--- config.mk ---
export PLATFORM = sky130hd
export DESIGN_NAME = dsw_watchdog
export DESIGN_NICKNAME = d
export VERILOG_FILES = /design/src/rtl/dsw_pkg.sv /design/src/rtl/dsw_counter.sv /design/src/rtl/dsw_escalate.sv /design/src/rtl/dsw_regs.sv /design/src/rtl/dsw_watchdog.sv
export SDC_FILE = /design/constraint.sdc
export NUM_CORES = 1
export LEC_CHECK = 0
export BUFFER_PORTS_ARGS = -buffer_cell sky130_fd_sc_hd__buf_2
export CAP_MARGIN = 20
export CORE_ASPECT_RATIO = 1.5
export CORE_UTILIZATION = 56
export DETAILED_ROUTE_END_ITERATION = 12
export HOLD_SLACK_MARGIN = 0.03
export PLACE_DENSITY = 0.8
export SYNTH_ARGS = -nofsm -noshare
export SYNTH_HDL_FRONTEND = slang
export SYNTH_SLANG_ARGS = --single-unit
export TNS_END_PERCENT = 100
--- constraint.sdc ---
create_clock -name clk -period 2.7 [get_ports clk]
set_input_delay 0.135 -clock clk [delete_from_list [all_inputs] [get_ports clk]]
set_output_delay 0.135 -clock clk [all_outputs]
set_load 0.01 [all_outputs]
--- src/rtl/dsw_pkg.sv ---
package dsw_pkg;

    // register byte offsets seen by software
    localparam int unsigned OFS_COUNT = 'h00;
    localparam int unsigned OFS_STAT1 = 'h04;
    localparam int unsigned OFS_STAT2 = 'h06;
    localparam int unsigned OFS_CTRL  = 'h08;
    localparam int unsigned OFS_INIT  = 'h12;

    // bit positions that software decodes
    localparam int unsigned HALT_BIT   = 11;
    localparam int unsigned TOUT_BIT   = 3;
    localparam int unsigned SECOND_BIT = 1;
    localparam int unsigned BOOT_BIT   = 2;

    // escalation state shared between the escalation stage and the top
    typedef struct packed {
        logic tout;
        logic second;
        logic boot;
        logic rst_pulse;
    } esc_state_t;

endpackage

--- src/rtl/dsw_counter.sv ---
module dsw_counter #(
    parameter int unsigned CNT_W   = 10,
    parameter int unsigned RST_VAL = 4
) (
    input  logic             clk,
    input  logic             rst_n,
    input  logic             tick,
    input  logic             halt,
    input  logic             reload,
    input  logic [CNT_W-1:0] init_val,
    output logic [CNT_W-1:0] cnt,
    output logic             expire
);

    typedef struct packed {
        logic [CNT_W-1:0] cnt;
    } cnt_state_t;

    cnt_state_t s_d, s_q;
    logic       run;

    always_comb begin
        s_d    = s_q;
        run    = tick && !halt;
        expire = run && (s_q.cnt == '0) && !reload;
        if (reload || expire) begin
            s_d.cnt = init_val;
        end else if (run) begin
            s_d.cnt = s_q.cnt - 1'b1;
        end
    end

    always_ff @(posedge clk or negedge rst_n) begin
        if (!rst_n) begin
            s_q.cnt <= CNT_W'(RST_VAL);
        end else begin
            s_q <= s_d;
        end
    end

    assign cnt = s_q.cnt;


    halt_hold_chk: assert property (@(posedge clk) disable iff (!rst_n)
        (halt && !reload) |=> $stable(s_q.cnt));


    reload_load_chk: assert property (@(posedge clk) disable iff (!rst_n)
        reload |=> (s_q.cnt == $past(init_val)));


    expire_reload_chk: assert property (@(posedge clk) disable iff (!rst_n)
        expire |=> (s_q.cnt == $past(init_val)));

endmodule

--- src/rtl/dsw_escalate.sv ---
module dsw_escalate
    import dsw_pkg::*;
(
    input  logic       clk,
    input  logic       rst_n,
    input  logic       expire,
    input  logic       veto,
    input  logic       clr_tout,
    input  logic       clr_second,
    input  logic       clr_boot,
    output esc_state_t st
);

    esc_state_t st_d, st_q;

    always_comb begin
        st_d           = st_q;
        st_d.rst_pulse = 1'b0;
        if (clr_tout)   st_d.tout   = 1'b0;
        if (clr_second) st_d.second = 1'b0;
        if (clr_boot)   st_d.boot   = 1'b0;
        if (expire) begin
            if (st_q.tout) begin
                st_d.second = 1'b1;
                if (!veto) begin
                    st_d.rst_pulse = 1'b1;
                    st_d.boot      = 1'b1;
                end
            end else begin
                st_d.tout = 1'b1;
            end
        end
    end

    always_ff @(posedge clk or negedge rst_n) begin
        if (!rst_n) begin
            st_q <= '0;
        end else begin
            st_q <= st_d;
        end
    end

    assign st = st_q;


    pulse_single_chk: assert property (@(posedge clk) disable iff (!rst_n)
        st_q.rst_pulse |=> !st_q.rst_pulse);


    second_needs_first_chk: assert property (@(posedge clk) disable iff (!rst_n)
        $rose(st_q.second) |-> $past(st_q.tout));


    veto_blocks_chk: assert property (@(posedge clk) disable iff (!rst_n)
        veto |=> !st_q.rst_pulse);


    pulse_flags_chk: assert property (@(posedge clk) disable iff (!rst_n)
        st_q.rst_pulse |-> (st_q.second && st_q.boot));

endmodule

--- src/rtl/dsw_regs.sv ---
module dsw_regs
    import dsw_pkg::*;
#(
    parameter int unsigned DATA_W   = 16,
    parameter int unsigned ADDR_W   = 5,
    parameter int unsigned CNT_W    = 10,
    parameter int unsigned INIT_MIN = 4,
    parameter int unsigned INIT_RST = 4
) (
    input  logic              clk,
    input  logic              rst_n,
    input  logic [ADDR_W-1:0] addr,
    input  logic              wr_en,
    input  logic [DATA_W-1:0] wdata,
    input  logic [CNT_W-1:0]  cnt,
    input  logic              tout_sts,
    input  logic              second_sts,
    input  logic              boot_sts,
    output logic [DATA_W-1:0] rdata,
    output logic              halt,
    output logic [CNT_W-1:0]  init_val,
    output logic              reload,
    output logic              clr_tout,
    output logic              clr_second,
    output logic              clr_boot
);

    typedef struct packed {
        logic              halt;
        logic [DATA_W-1:0] init;
    } regs_t;

    regs_t r_d, r_q;
    logic  sel_count, sel_stat1, sel_stat2, sel_ctrl, sel_init;
    logic  init_ok;

    always_comb begin
        sel_count = (addr == ADDR_W'(OFS_COUNT));
        sel_stat1 = (addr == ADDR_W'(OFS_STAT1));
        sel_stat2 = (addr == ADDR_W'(OFS_STAT2));
        sel_ctrl  = (addr == ADDR_W'(OFS_CTRL));
        sel_init  = (addr == ADDR_W'(OFS_INIT));
        init_ok   = (wdata[CNT_W-1:0] >= CNT_W'(INIT_MIN));

        r_d = r_q;
        if (wr_en && sel_ctrl) begin
            r_d.halt = wdata[HALT_BIT];
        end
        if (wr_en && sel_init && init_ok) begin
            r_d.init = wdata;
        end

        reload     = wr_en && sel_count;
        clr_tout   = wr_en && sel_stat1 && wdata[TOUT_BIT];
        clr_second = wr_en && sel_stat2 && wdata[SECOND_BIT];
        clr_boot   = wr_en && sel_stat2 && wdata[BOOT_BIT];

        rdata = '0;
        if (sel_count) begin
            rdata[CNT_W-1:0] = cnt;
        end else if (sel_stat1) begin
            rdata[TOUT_BIT] = tout_sts;
        end else if (sel_stat2) begin
            rdata[SECOND_BIT] = second_sts;
            rdata[BOOT_BIT]   = boot_sts;
        end else if (sel_ctrl) begin
            rdata[HALT_BIT] = r_q.halt;
        end else if (sel_init) begin
            rdata = r_q.init;
        end
    end

    always_ff @(posedge clk or negedge rst_n) begin
        if (!rst_n) begin
            r_q.halt <= 1'b1;
            r_q.init <= DATA_W'(INIT_RST);
        end else begin
            r_q <= r_d;
        end
    end

    assign halt     = r_q.halt;
    assign init_val = r_q.init[CNT_W-1:0];


    init_floor_chk: assert property (@(posedge clk) disable iff (!rst_n)
        r_q.init[CNT_W-1:0] >= CNT_W'(INIT_MIN));


    low_init_ignored_chk: assert property (@(posedge clk) disable iff (!rst_n)
        (wr_en && sel_init && (wdata[CNT_W-1:0] < CNT_W'(INIT_MIN))) |=> $stable(r_q.init));

endmodule

--- src/rtl/dsw_watchdog.sv ---
module dsw_watchdog
    import dsw_pkg::*;
#(
    parameter int unsigned DATA_W   = 16,
    parameter int unsigned ADDR_W   = 5,
    parameter int unsigned CNT_W    = 10,
    parameter int unsigned INIT_MIN = 4,
    parameter int unsigned INIT_RST = 4
) (
    input  logic              clk,
    input  logic              rst_n,
    input  logic              tick,
    input  logic [ADDR_W-1:0] addr,
    input  logic              wr_en,
    input  logic [DATA_W-1:0] wdata,
    output logic [DATA_W-1:0] rdata,
    input  logic              reset_veto,
    input  logic              irq_en,
    output logic              irq,
    output logic              sys_rst
);

    logic [CNT_W-1:0] cnt;
    logic [CNT_W-1:0] init_val;
    logic             halt, reload, expire;
    logic             clr_tout, clr_second, clr_boot;
    esc_state_t       st;

    dsw_regs #(
        .DATA_W  (DATA_W),
        .ADDR_W  (ADDR_W),
        .CNT_W   (CNT_W),
        .INIT_MIN(INIT_MIN),
        .INIT_RST(INIT_RST)
    ) u_regs (
        .clk       (clk),
        .rst_n     (rst_n),
        .addr      (addr),
        .wr_en     (wr_en),
        .wdata     (wdata),
        .cnt       (cnt),
        .tout_sts  (st.tout),
        .second_sts(st.second),
        .boot_sts  (st.boot),
        .rdata     (rdata),
        .halt      (halt),
        .init_val  (init_val),
        .reload    (reload),
        .clr_tout  (clr_tout),
        .clr_second(clr_second),
        .clr_boot  (clr_boot)
    );

    dsw_counter #(
        .CNT_W  (CNT_W),
        .RST_VAL(INIT_RST)
    ) u_counter (
        .clk     (clk),
        .rst_n   (rst_n),
        .tick    (tick),
        .halt    (halt),
        .reload  (reload),
        .init_val(init_val),
        .cnt     (cnt),
        .expire  (expire)
    );

    dsw_escalate u_escalate (
        .clk       (clk),
        .rst_n     (rst_n),
        .expire    (expire),
        .veto      (reset_veto),
        .clr_tout  (clr_tout),
        .clr_second(clr_second),
        .clr_boot  (clr_boot),
        .st        (st)
    );

    assign irq     = st.tout && irq_en;
    assign sys_rst = st.rst_pulse;


    irq_source_chk: assert property (@(posedge clk) disable iff (!rst_n)
        (irq && !clr_tout) |=> (st.tout || !irq_en));

endmodule

==> flow_summary.yaml <==
place:
  postPlaceCellArea_um2: 1950
  io_buffer_count: 44
  place_ws_ns: 0.627
  dpl.cell_count: 218
  hpwl_um: 2720
  place_congestion: 0.814
final_layout:
  fin_util: 0.700
  final_cells: 227
  final_cell_area_um2: 2040
  area_delta_synth_final_pct: 17.5
  drive_above_1_share: 0.452
  diodes: 0
  n_fill_cell: 233
  nets: 216
pwr:
  power.total_mw: 1.56
  ir_drop_mv: 0.522
  p_per_area_nw_per_um2: 765
  p_leak_nw: 0.987
cts:
  post_cts_buffers: 0
  clk_pin_slew_ns: 0.06
  cts_tree: "built"
  numCtsBuffers: 5
  clock_sinks: 31
  cts_buffer_depth: 2
  clock_latency_ns: 0.28
  cts-root-buf: "clkbuf_8"
  htree_levels: 2
timing:
  rsz0062_at_grt: "false"
  setup_tns_ns: 0
  setup_viol: 0
  hold_viol: 0
  finalClockSkew_ns: 0.00487
  period_minus_slack_ns: 2.08
  worstMarginPinSlew_ns: 0.690
  slew_viol_final: 0
  max_freq_ghz: 0.482
  relSlewSlack: 0.540
  finalHoldWorstSlack_ns: 0.0779
  post-route-period-util: 0.769
  fin_ws_ns: 0.624
yosys:
  syn_inst: 140
  synth_edf_count: 0
  synth_cell_types: 33
  synth-compound-area-share: 0.0779
  yosysWarnings: 0
  yosys.area_share.simple: 0.162
  ys_ff_latch: 31
  ys_seq_area_frac: 0.449
  avgSynthCellArea_um2: 12.4
  synthMuxAreaShare: 0.203
  synthFlopType: "dfrtp_1"
  synth.cell_area_um2: 1730
  yosys.cell_count.top_type: "dfrtp_1"
  synth-xor-area-share: 0.0455
  yosysTopAreaCellShare: 0.404
  synthAdderAreaFrac: 0.0144
  synth_largest_area_cell: "dfrtp_1"
  synth_top_family_by_area: "multiplexers"
  yosys-top-cells-area: "dfrtp_1 (40%), mux2_2 (12%), mux2_4 (8.7%), dfstp_2 (4.5%), xnor2_1 (4.5%)"
  synthArstFlopShare: 1.00
  yosys-top-cells-count: "dfrtp_1 (28), mux2_2 (18), mux2_4 (10)"
  syn_nets: 169
status:
  run_status: "finished clean"
grt:
  track_usage: 0.268
  grt_pass1_wl_um: 6210
  grt_overflow_total: 0
  grt_max_degree: 32
  antenna_found_initial: 0
  grt_pass1_vias: 1350
setup_path:
  worstPathMaxFanout: 10
  rr_worst_depth: 4
  path_cells: "nor4_2 -> and4b_1 -> nand2b_1 -> mux2_2"
  critPathLaunchType: "register"
  slowest_delay_ns: 0.43
  crit_path_top_delay_cell: "dfrtp_1"
  arrival_ns: 2.24
  worstPathRequired_ns: 2.87
  r2r_start: "u_counter.cnt[4]"
  end_kind: "register"
  timing.rr.end: "u_counter.cnt[0]"
  crit_type: "register to register"
  r2r_slack_ns: 0.62
drt:
  ant_nets: 0
  vias_per_cell: 5.68
  drt_pre_antenna_iters: 4
  wl_per_cell_um: 16.4
  drt_iter0_drc: 25
  finalWirelength_um: 3730
  drc: 0
  vias: 1289
hold_path:
  min_path_cells: 2
  hold_class: "input pin to register"
  min_to: "u_regs.r_q[10]"
  min_from: "wdata[10]"
die:
  rows: 24
  coreArea_um2: 2910
  die_w_um: 47.4
  dieArea_um2: 3330
  initial_utilization: 0.595
  io-pin-count: 45
  die_h_um: 70.2
flow_run:
  maxCapViolations: 0
==> per-layer routing <==
metal	track usage	part of all wire
met2	0.425	0.55
met5	0	0
met4	0.127	0.021
met3	0.0749	0.039
met1	0.319	0.39
==> power by group <==
part           leakage, nW  internal [mW]  switching (mW)  total (mW)
clock network       0.0395          0.183           0.161       0.344
registers            0.386          0.616           0.152       0.768
logic                0.562          0.271           0.177       0.447
==> registers in the layout (all words and copies together), names as in the netlist <==
signal / flops
u_regs.halt: 1
u_regs.init_val: 10
u_counter.cnt: 10
u_escalate.st: 4
u_regs.r_q: 6
==> worst max path at each step <==
stage | start | endpoint | slack [ns] | depth (start not counted)
final | u_counter.cnt[4] | u_counter.cnt[0] | 0.62 | 4
after CTS | u_counter.cnt[4] | u_counter.cnt[6] | 0.61 | 4
after detailed placement | u_counter.cnt[4] | u_counter.cnt[0] | 0.63 | 4
after global routing | u_counter.cnt[0] | u_counter.cnt[6] | 0.47 | 6
after global placement | u_counter.cnt[4] | u_counter.cnt[5] | 0.70 | 4
after floorplan | u_counter.cnt[4] | u_counter.cnt[0] | 1.00 | 5
==> area by class of cell <==
type                       instances  area [µm²]  share of cell area
multi-input combinational         98         873               0.428
sequential                        31         779               0.382
timing repair buffer              46         238               0.117
clock buffer                       8        80.1              0.0393
tap                               39        48.8              0.0239
inverter                           5        18.8             0.00921
==> critical path, delay by kind of cell (launching register included) <==
kind | cells | cell delay (ns)
mux | 1 | 0.40
simple gates | 3 | 1.13
flops | 1 | 0.43
==> what timing repair did <==
item                      in CTS  in global routing
hold endpoints to repair      28                  0
hold buffers                   1                  0
gates resized for setup        0                  0
==> layout by cell type, fill, tap and decap left out, types with 3 or more instances in the layout <==
master / n
xnor2_1: 9
nand2_1: 5
nand3_1: 5
dfrtp_1: 28
clkbuf_8: 5
a22o_1: 8
clkbuf_1: 3
buf_2: 44
dfstp_2: 3
mux2_4: 10
inv_1: 5
nor2_1: 6
and4b_1: 4
and2_1: 7
mux2_2: 18
==> cells by family (layout without fill, tap and decap cells) <==
kind of cell,Yosys count,after routing
mux,28,28
simple gates,43,43
flops,31,31
fa+ha+maj,2,2
xor+xnor,9,9
compound gates,16,16
buf+inv,11,59
Power figures use the tool's default switching activity.
